### src/rtl/ldord_pkg.sv
package ldord_pkg;
  // log2 of the coherence line size used for address comparison
  localparam int unsigned LINE_OFF_DEF = 6;

  typedef enum logic [1:0] {
    CUT_NONE  = 2'd0,
    CUT_NUKE  = 2'd1,
    CUT_FLUSH = 2'd2
  } cut_src_e;
endpackage

### src/rtl/ldord_slot.sv
module ldord_slot #(
  parameter int unsigned LINE_W = 34
) (
  input  logic              clk,
  input  logic              rst_n,
  input  logic              alloc_en,
  input  logic              alloc_nc,
  input  logic              bind_en,
  input  logic [LINE_W-1:0] bind_line,
  input  logic [LINE_W-1:0] snoop_line,
  output logic              bound,
  output logic              nc,
  output logic              line_hit
);
  logic              bound_q, bound_d;
  logic              nc_q, nc_d;
  logic [LINE_W-1:0] line_q, line_d;

  always_comb begin
    bound_d = bound_q;
    nc_d    = nc_q;
    line_d  = line_q;
    if (alloc_en) begin
      bound_d = 1'b0;
      nc_d    = alloc_nc;
    end else if (bind_en) begin
      bound_d = 1'b1;
      line_d  = bind_line;
    end
  end

  always_ff @(posedge clk or negedge rst_n) begin
    if (!rst_n) begin
      bound_q <= 1'b0;
      nc_q    <= 1'b0;
      line_q  <= '0;
    end else begin
      bound_q <= bound_d;
      nc_q    <= nc_d;
      line_q  <= line_d;
    end
  end

  assign bound    = bound_q;
  assign nc       = nc_q;
  assign line_hit = bound_q && (line_q == snoop_line);

  // a freshly allocated slot starts unbound and so cannot match
  a_r7_fresh_unbound: assert property (@(posedge clk) disable iff (!rst_n)
    alloc_en |=> !line_hit);
endmodule

### src/rtl/ldord_scan.sv
module ldord_scan #(
  parameter int unsigned TAG_W = 4
) (
  input  logic                  clk,
  input  logic                  rst_n,
  input  logic [TAG_W-1:0]      head,
  input  logic [TAG_W:0]        count,
  input  logic [(1<<TAG_W)-1:0] bound_vec,
  input  logic [(1<<TAG_W)-1:0] nc_vec,
  input  logic [(1<<TAG_W)-1:0] hit_vec,
  input  logic                  snoop_valid,
  output logic                  pick_valid,
  output logic [TAG_W-1:0]      pick_age
);
  localparam int unsigned DEPTH = 1 << TAG_W;
  localparam int unsigned CNT_W = TAG_W + 1;

  // Walk from the head toward the tail; a slot is watched while any older
  // occupied slot is still unbound. The first watched hit is the oldest.
  always_comb begin
    logic             older_unbound;
    logic             in_q;
    logic             watched;
    logic [TAG_W-1:0] idx;
    older_unbound = 1'b0;
    pick_valid    = 1'b0;
    pick_age      = '0;
    for (int k = 0; k < DEPTH; k++) begin
      idx     = head + TAG_W'(k);
      in_q    = CNT_W'(k) < count;
      watched = in_q && bound_vec[idx] && !nc_vec[idx] && older_unbound;
      if (snoop_valid && watched && hit_vec[idx] && !pick_valid) begin
        pick_valid = 1'b1;
        pick_age   = TAG_W'(k);
      end
      older_unbound = older_unbound || (in_q && !bound_vec[idx]);
    end
  end

  // the head load is released, so a chosen restart is never the head
  a_r6_head_released: assert property (@(posedge clk) disable iff (!rst_n)
    pick_valid |-> (pick_age != '0));
endmodule

### src/rtl/ldord_guard.sv
module ldord_guard #(
  parameter int unsigned TAG_W    = 4,
  parameter int unsigned ADDR_W   = 40,
  parameter int unsigned LINE_OFF = ldord_pkg::LINE_OFF_DEF
) (
  input  logic              clk,
  input  logic              rst_n,
  input  logic              alloc_valid,
  input  logic              alloc_nc,
  output logic [TAG_W-1:0]  alloc_tag,
  output logic              q_full,
  input  logic              bind_valid,
  input  logic [TAG_W-1:0]  bind_tag,
  input  logic [ADDR_W-1:0] bind_addr,
  input  logic              snoop_valid,
  input  logic [ADDR_W-1:0] snoop_addr,
  input  logic              retire_valid,
  input  logic              flush_valid,
  input  logic [TAG_W-1:0]  flush_tag,
  output logic              nuke_valid,
  output logic [TAG_W-1:0]  nuke_tag
);
  import ldord_pkg::*;

  localparam int unsigned DEPTH  = 1 << TAG_W;
  localparam int unsigned CNT_W  = TAG_W + 1;
  localparam int unsigned LINE_W = ADDR_W - LINE_OFF;
  localparam logic [CNT_W-1:0] FULL_CNT = CNT_W'(DEPTH);

  logic [TAG_W-1:0] head_q, head_d;
  logic [CNT_W-1:0] count_q, count_d;
  logic             nuke_v_q, nuke_v_d;
  logic [TAG_W-1:0] nuke_tag_q, nuke_tag_d;

  logic [DEPTH-1:0] bound_vec, nc_vec, hit_vec;
  logic             pick_valid;
  logic [TAG_W-1:0] pick_age;

  logic [TAG_W-1:0] tail_idx, flush_age, bind_age, cut_age;
  logic             alloc_ok, bind_ok, retire_ok, nuke_take;
  logic [CNT_W-1:0] base_cnt;
  cut_src_e         cut_src;

  assign tail_idx  = head_q + count_q[TAG_W-1:0];
  assign q_full    = (count_q == FULL_CNT);
  assign flush_age = flush_tag - head_q;
  assign bind_age  = bind_tag - head_q;

  // Non-coherent loads may only bind from the head slot
  assign bind_ok = bind_valid && ({1'b0, bind_age} < count_q) &&
                   (!nc_vec[bind_tag] || (bind_age == '0));

  for (genvar g = 0; g < DEPTH; g++) begin : g_slot
    ldord_slot #(.LINE_W(LINE_W)) u_slot (
      .clk       (clk),
      .rst_n     (rst_n),
      .alloc_en  (alloc_ok && (tail_idx == TAG_W'(g))),
      .alloc_nc  (alloc_nc),
      .bind_en   (bind_ok && (bind_tag == TAG_W'(g))),
      .bind_line (bind_addr[ADDR_W-1:LINE_OFF]),
      .snoop_line(snoop_addr[ADDR_W-1:LINE_OFF]),
      .bound     (bound_vec[g]),
      .nc        (nc_vec[g]),
      .line_hit  (hit_vec[g])
    );
  end

  ldord_scan #(.TAG_W(TAG_W)) u_scan (
    .clk        (clk),
    .rst_n      (rst_n),
    .head       (head_q),
    .count      (count_q),
    .bound_vec  (bound_vec),
    .nc_vec     (nc_vec),
    .hit_vec    (hit_vec),
    .snoop_valid(snoop_valid),
    .pick_valid (pick_valid),
    .pick_age   (pick_age)
  );

  // Next state: the older of a snoop restart and a flush decides the cut
  always_comb begin
    nuke_take = pick_valid && !(flush_valid && (flush_age <= pick_age));
    if (nuke_take) begin
      cut_src = CUT_NUKE;
      cut_age = pick_age;
    end else if (flush_valid) begin
      cut_src = CUT_FLUSH;
      cut_age = flush_age;
    end else begin
      cut_src = CUT_NONE;
      cut_age = '0;
    end
    alloc_ok  = alloc_valid && !q_full && (cut_src == CUT_NONE);
    retire_ok = retire_valid && (count_q != '0);
    base_cnt  = (cut_src != CUT_NONE) ? {1'b0, cut_age}
                                      : count_q + CNT_W'(alloc_ok);
    count_d   = (retire_ok && (base_cnt != '0)) ? base_cnt - 1'b1 : base_cnt;
    head_d    = head_q + TAG_W'(retire_ok);
    nuke_v_d  = nuke_take;
    nuke_tag_d = nuke_take ? head_q + pick_age : nuke_tag_q;
  end

  always_ff @(posedge clk or negedge rst_n) begin
    if (!rst_n) begin
      head_q     <= '0;
      count_q    <= '0;
      nuke_v_q   <= 1'b0;
      nuke_tag_q <= '0;
    end else begin
      head_q     <= head_d;
      count_q    <= count_d;
      nuke_v_q   <= nuke_v_d;
      nuke_tag_q <= nuke_tag_d;
    end
  end

  assign alloc_tag  = tail_idx;
  assign nuke_valid = nuke_v_q;
  assign nuke_tag   = nuke_tag_q;

  // occupancy never exceeds the slot count
  a_r3_no_overflow: assert property (@(posedge clk) disable iff (!rst_n)
    count_q <= FULL_CNT);

  // the restart load and younger are gone when the request is raised
  a_r9_tail_at_nuke: assert property (@(posedge clk) disable iff (!rst_n)
    nuke_v_q |-> (tail_idx == nuke_tag_q));

  // an accepted allocation moves the tail by exactly one
  a_r2_tail_steps: assert property (@(posedge clk) disable iff (!rst_n)
    alloc_ok |=> (tail_idx == TAG_W'($past(tail_idx) + 1'b1)));

  // a retire on a non-empty queue frees one slot
  a_r11_retire_frees: assert property (@(posedge clk) disable iff (!rst_n)
    (retire_ok && !alloc_valid && !flush_valid && !snoop_valid) |=>
      (count_q == $past(count_q) - 1'b1));
endmodule

### config.mk
export PLATFORM = sky130hd
export DESIGN_NAME = ldord_guard
export DESIGN_NICKNAME = d
export VERILOG_FILES = /design/src/rtl/ldord_pkg.sv /design/src/rtl/ldord_slot.sv /design/src/rtl/ldord_scan.sv /design/src/rtl/ldord_guard.sv
export SDC_FILE = /design/constraint.sdc
export NUM_CORES = 1
export LEC_CHECK = 0
export CAP_MARGIN = 20
export CORE_MARGIN = 2
export CORE_UTILIZATION = 46
export CTS_CLUSTER_SIZE = 12
export DETAILED_ROUTE_END_ITERATION = 10
export DONT_BUFFER_PORTS = 1
export SLEW_MARGIN = 20
export SYNTH_ARGS = -nofsm -noshare
export SYNTH_HDL_FRONTEND = slang
export SYNTH_SLANG_ARGS = --single-unit
### constraint.sdc
create_clock -name clk -period 7.8 [get_ports clk]
set_clock_uncertainty 0.2 [all_clocks]
set_input_delay 0.39 -clock clk [delete_from_list [all_inputs] [get_ports clk]]
set_output_delay 0.39 -clock clk [all_outputs]
set_load 0.05 [all_outputs]
=== Word level (Yosys, flattened, before mapping) ===
Cells that the tools add are included.

* Flip-flop bits (word level): 590
* Bits in latches: 0
* Bits in writable memories: 0
* Memory bits (read-only): 0
* Input port bits: 96
* Output and inout bits: 10
* Logic and storage cells: 595
* Memories kept: 0

* Add/subtract/negate cells: 22
* Multiply operators: 0
* Div/mod/pow operators: 0
* $lt $le $gt $ge: 35
* Equality and inequality tests: 47
* Shift operators: 0
* Multiplexer cells: 162
* Bitwise gates (word level): 16
* Reductions and logical operators: 261

{| class="wikitable"
|+ Operators with widths
! cell !! count
|-
| $eq 34x34->1 || 16
|-
| $bmux 1 s4 || 47
|-
| $logic_and 1x1->1 || 160
|-
| $mux 1 || 95
|-
| $lt 4x5->1 const B || 17
|-
| $eq 4x4->1 const B || 16
|-
| $mux 4 || 16
|-
| $logic_not 1->1 || 47
|-
| $lt 4x5->1 const A || 8
|-
| $reduce_bool 2->1 || 17
|-
| $add 4x4->4 const B || 8
|-
| $eq 4x3->1 const B || 8
|-
| $reduce_and 2->1 || 16
|-
| $lt 3x5->1 const A || 4
|-
| $add 4x3->4 const B || 4
|-
| $eq 4x2->1 const B || 4
|-
| $not 1->1 || 16
|-
| $logic_or 1x1->1 || 15
|-
| $logic_not 4->1 || 3
|-
| $lt 1x5->1 const A || 2
|-
| $lt 2x5->1 const A || 2
|-
| $mux 5 || 2
|-
| $reduce_bool 5->1 || 2
|-
| $add 4x2->4 const B || 2
|-
| 12 further kinds || 16
|}

=== Logic depth before layout (Yosys ltp) ===
* Depth in word-level cells: 63
* Depth in mapped cells: 36
* Gate-level depth less buffers: 29

=== Hierarchy ===
From an unflattened synthesis, not the netlist that was laid out.

* Cell total of the unflattened synthesis: 2546
* Area total of the unflattened synthesis: 32494.9 µm²

{| class="wikitable"
|+ By module, submodules not included
! module !! times used !! cells an instance !! area an instance (µm²) !! sequential area each (µm²)
|-
| ldord_slot || 16 || 124 || 1705.4 || 900.9
|-
| ldord_scan || 1 || 349 || 3372.0 || 0.0
|-
| ldord_guard || 1 || 213 || 1836.8 || 350.3
|}

=== Worst setup path before layout ===
Ideal clock, no wire load.

* Path kind: register to register
* Start: register head_q[0]
* End: register count_q[2]
* Setup time: 0.130 ns
* Arrival: 6.684 ns
* Required time: 7.470 ns
* Path slack: 0.786 ns
* Cell stages (with the launch flop): 33
* Path buffers: 5
* Period minus slack after synthesis: 7.014 ns
* Cell sequence: dfrtp_1 buf_6 buf_8 inv_2 buf_1 clkbuf_1 ha_1 buf_4 mux4_2 nor2_1 a221o_1 mux2_2 a2111oi_4 nand2_1 o2111a_1 or4b_4 nand2b_1 a21oi_1 inv_1 ha_1 o21ai_0 nand2b_1 a21oi_1 a41o_1 nor2_1 nor3_1 a31oi_1 nor2b_1 ha_1 o311a_1 a21oi_1 nand2_1 xor2_1

* Word-level cells in the longest chain between the ends: 63
* Elaborated cells on any way between the ends: 316
* Classes of those cells: add/sub (18); order compare (1); mux (127); reduce/logical (170)

{| class="wikitable"
|+ Ends and longest elaborated chain
! item !! line !! RTL
|-
| start: declaration || ldord_guard.sv:30 || <nowiki>logic [TAG_W-1:0] head_q, head_d;</nowiki>
|-
| start signal: assignment || ldord_guard.sv:106 || <nowiki>head_q <= '0;</nowiki>
|-
| start signal: assignment || ldord_guard.sv:111 || <nowiki>head_q <= head_d;</nowiki>
|-
| $add 4x1->4 || ldord_scan.sv:29 || <nowiki>idx = head + TAG_W'(k);</nowiki>
|-
| $bmux 1 s4 (on tied branches) || ldord_scan.sv:31, ldord_scan.sv:36 ||
|-
| $mux 1 (on tied branches) || ldord_scan.sv:31, ldord_scan.sv:36 ||
|-
| $logic_and 1x1->1 / $logic_not 1->1 (equally long branches) || ldord_scan.sv:31 || <nowiki>watched = in_q && bound_vec[idx] && !nc_vec[idx] && older_unbound;</nowiki>
|-
| $logic_and 1x1->1 (2 in series) || ldord_scan.sv:31 ||
|-
| $logic_and 1x1->1 (2 in series) || ldord_scan.sv:32 || <nowiki>if (snoop_valid && watched && hit_vec[idx] && !pick_valid) begin</nowiki>
|-
| $mux 1 || ldord_scan.sv:32 ||
|-
| $logic_not 1->1 || ldord_scan.sv:32 ||
|-
| (+45 left out) || - ||
|-
| $mux 2 || ldord_guard.sv:84 || <nowiki>if (nuke_take) begin</nowiki>
|-
| $logic_not 2->1 || ldord_guard.sv:94 || <nowiki>alloc_ok = alloc_valid && !q_full && (cut_src == CUT_NONE);</nowiki>
|-
| $logic_and 1x1->1 || ldord_guard.sv:94 ||
|-
| $add 5x1->5 || ldord_guard.sv:97 || <nowiki>: count_q + CNT_W'(alloc_ok);</nowiki>
|-
| $mux 5 (*) || ldord_guard.sv:96 || <nowiki>base_cnt = (cut_src != CUT_NONE) ? {1'b0, cut_age}</nowiki>
|-
| branches (longest 2 deep; another with $sub 5x1->5) || - ||
|-
| $mux 5 (*) || ldord_guard.sv:98 || <nowiki>count_d = (retire_ok && (base_cnt != '0)) ? base_cnt - 1'b1 : base_cnt;</nowiki>
|-
| named net count_d[2] || ldord_guard.sv:31 || <nowiki>logic [CNT_W-1:0] count_q, count_d;</nowiki>
|-
| end signal: assignment || ldord_guard.sv:112 || <nowiki>count_q <= count_d;</nowiki>
|-
| end: declaration || ldord_guard.sv:31 ||
|}

Mark *: on every way through the listed nets, which the timed path passes. The select of a mux whose other input is x is not followed.
A chain may end at the register's enable or synchronous reset.

=== Final worst setup path ===
Same ends and word-level chain as after synthesis.

==> metrics.md <==
| Metric | Value |
|---|---|
| Status | `finished clean` |
| Netlist Area Pre-Place | `around 34,000 um^2` |
| Final worst path period share | `between 90 and 100%` |
| Relative slew slack | `19.1%` |
| Core Area | `73,000 um^2` |
| Sequential share of the synthesized area | `43.5%` |
| Vias per std cell | `6.22` |
| Initial antenna violation count | `15` |
| HPWL after DPL | `77.1 mm` |
| Final Max Tran Viols | `0` |
| Post-route insts no fill | `between 3k and 4k` |
| Net count, final | `2,953` |
| CP Data Required Time | `8.10 ns` |
| Max-cap check violation count | `0` |
| Area growth, synth to finish | `11.4%` |
| Worst VDD drop | `0.268 mV` |
| Via count | `23.9k` |
| First-pass GRT wire length | `176 mm` |
| Routed Antenna Nets | `0` |
| Yosys warnings | `0` |
| Ys flop type | `dfrtp_1` |
| Syn Inst Count | `2,801` |
| Die Width | `276 um` |
| # rows | `slightly below 100` |
| Filler instances | `just over 6k` |
| CTS H-tree depth | `3` |
| Final setup viols | `0` |
| CP startpoint kind | `flop` |
| Critical path capture point type | `flop` |
| Count of endpoints failing hold in the final timing report | `0` |
| Post-CTS Setup Inserts | `0` |
| Vias in the first global route | `23.8k` |
| Max Root-Sink Buffers | `3` |
| DRC Markers | `0` |
| Cell count after placement | `3,611` |
| Initial Util | `a little under half` |
| Die area | `75,900 um^2` |
| Worst-path clk slew | `0.06 ns` |
| Flops & latches, synth | `just under 600` |
| Syn nets | `between 2k and 3k` |
| Minimum clock period | `between 7 and 8 ns` |
| Hold buffers post-CTS | `92` |
| Cts bufs inserted | `67` |
| GRT Total Usage | `32.8%` |
| Final wirelength | `about 120 mm` |
| Post-synth EDFFs | `0` |
| Num Clock Sinks | `just under 600` |
| Most frequent cells after synthesis | `590 x dfrtp_1, 517 x xnor2_1, 355 x mux2_2` |
| CP Buf/Inv Count | `3` |
| CTS root buffer | `clkbuf_16` |
| Avg Cell Area, Syn | `12.1 um^2` |
| Most used standard cell by instance count after synthesis | `dfrtp_1` |
| CTS tree | `yes` |
| Drt pass-1 iters | `6` |
| I/O pins | `106` |
| Placer Congestion | `about 0.96` |
| 1st-iter DRT viols | `2,409` |
| Slowest-stage cell, CP | `ha_1` |
| Post-synth top area share | `43.5%` |
| Max Freq | `138 MHz` |
| Hold WC Path Type | `in2reg` |
| Largest net degree at the start of global routing | `around 590` |
| Cts repair resizes | `0` |
| Async SR Flop Fraction | `100%` |
| GRT overflow | `0` |
| TNS Setup | `0 ns` |
| Unique masters post-synth | `84` |
| CP Class | `reg2reg` |
| Leakage | `around 16 nW` |
| DR WL/cell | `32.2 um` |
| Yosys top cell by area | `dfrtp_1` |
| Die H | `around 280 um` |
| Synth top area cells | `dfrtp_1 44%, xnor2_1 13%, mux2_2 12%` |
| Critical Path AT | `7.52 ns` |
| CP delay by family, top | `compound AO/OA/AOI/OAI gates` |
| Crit-path max FO | `11` |
| Unrepaired setup endpoints after global routing | `false` |
| Share of cells above drive strength 1 | `22.2%` |
| Post-route core utilization | `~52%` |
| Worst Max-Slew Pin Slew | `around 1.2 ns` |
| Port-buffer cells | `0` |
| Delay of the slowest critical-path stage | `0.66 ns` |
| Pwr/cell area | `417 nW/um^2` |
| Worst skew pair latency | `0.63 ns` |
| Most used cell, CP | `ha_1` |
## final cells by class
type | instances | area [um^2] | area share (%)
clock inverters | 23 | 239 | 0.632
diodes | 7 | 17.5 | 0.0463
clock buffers | 93 | 1900 | 5.02
inverters | 33 | 124 | 0.328
well taps | 959 | 1200 | 3.17
repair buffers | 147 | 1740 | 4.61
multi-input cells | 1982 | 17800 | 47.1
flip-flops and latches | 590 | 14800 | 39.1
## cell families (layout without fill, tap and decap cells)
group	count (synthesis)	after routing	synth area share, %
buf+inv	229	296	4.08
fa+ha+maj	36	36	1.42
other cells	0	7	0
compound gates	178	178	3.66
simple gates	532	532	8.96
flops	590	590	43.5
xor+xnor	568	568	14.8
mux	668	668	23.6
## metrics by stage
stage               area (um^2)  hold slack [ns]  setup slack (ns)  power, mW
finish                    37800           0.0424             0.579       15.8
global route              37800           0.0549            0.0396       16.6
CTS                       37600           -0.727             0.533       15.7
detailed placement        34300          -0.0627             0.544       12.3
global placement          34300          -0.0592             0.473       12.0
floorplan                 33900           -0.106             0.786       10.7
## routing by layer
metal  GRT usage [%]  share of wire (%)
met1            42.5                 41
met2            53.8                 48
met3            5.51                6.6
met4            14.8                5.1
met5               0             0.0089
## state kept, by name (all words and copies together) (netlist names)
register              flops
g_slot.u_slot.line_q    544
g_slot.u_slot.bound      16
g_slot.u_slot.nc         16
count_q                   5
head_q                    4
nuke_tag                  4
nuke_valid                1
## placed cells by master, fill, tap and decap left out, types with 37 or more instances in the layout
master           n
dlygate4sd3_1   64
mux2_2         355
mux2_1         226
nor4_1          37
mux2i_1         39
nand4_1        162
nand2_1         92
xnor2_1        516
clkbuf_16       69
dfrtp_1        589
nor2_1          63
a21oi_1         44
buf_4           46
nand3_1         39
mux4_2          48
xor2_1          47
## report_power, final
part	leakage [nW]	switching (mW)	total (mW)	internal, mW
logic	7.14	3.46	6.92	3.46
clock network	1.06	1.32	3.13	1.81
registers	7.51	1.21	5.70	4.49
total	15.7	6.00	15.8	9.75
## final timing paths
| kind | start | end | slack [ns] | cells past startpoint |
|---|---|---|---|---|
| setup / recovery | head_q[0] | count_q[2] | 0.58 | 30 |
| hold / removal | flush_valid | count_q[0] | 0.04 | 4 |
| setup reg to reg | head_q[0] | count_q[2] | 0.58 | 30 |
| hold reg to reg | g_slot[12].u_slot.line_q[15] | g_slot[12].u_slot.line_q[15] | 0.29 | 1 |
| max in group asynchronous | rst_n | g_slot[14].u_slot.line_q[32] | 4.48 | 5 |
| min in group asynchronous | rst_n | g_slot[3].u_slot.line_q[29] | 0.14 | 2 |
## worst register-to-register path: cells and delay by family (launching register included)
kind	cells	cell delay (ns)
AO/OA/AOI/OAI	9	1.98
XOR/XNOR	1	0.15
adder cells (fa/ha/maj)	3	1.10
buffers and inverters	3	0.58
flip-flops	1	0.48
multiplexers	3	0.88
AND/OR/NAND/NOR	11	1.73
(Power assumes the default switching activity.)
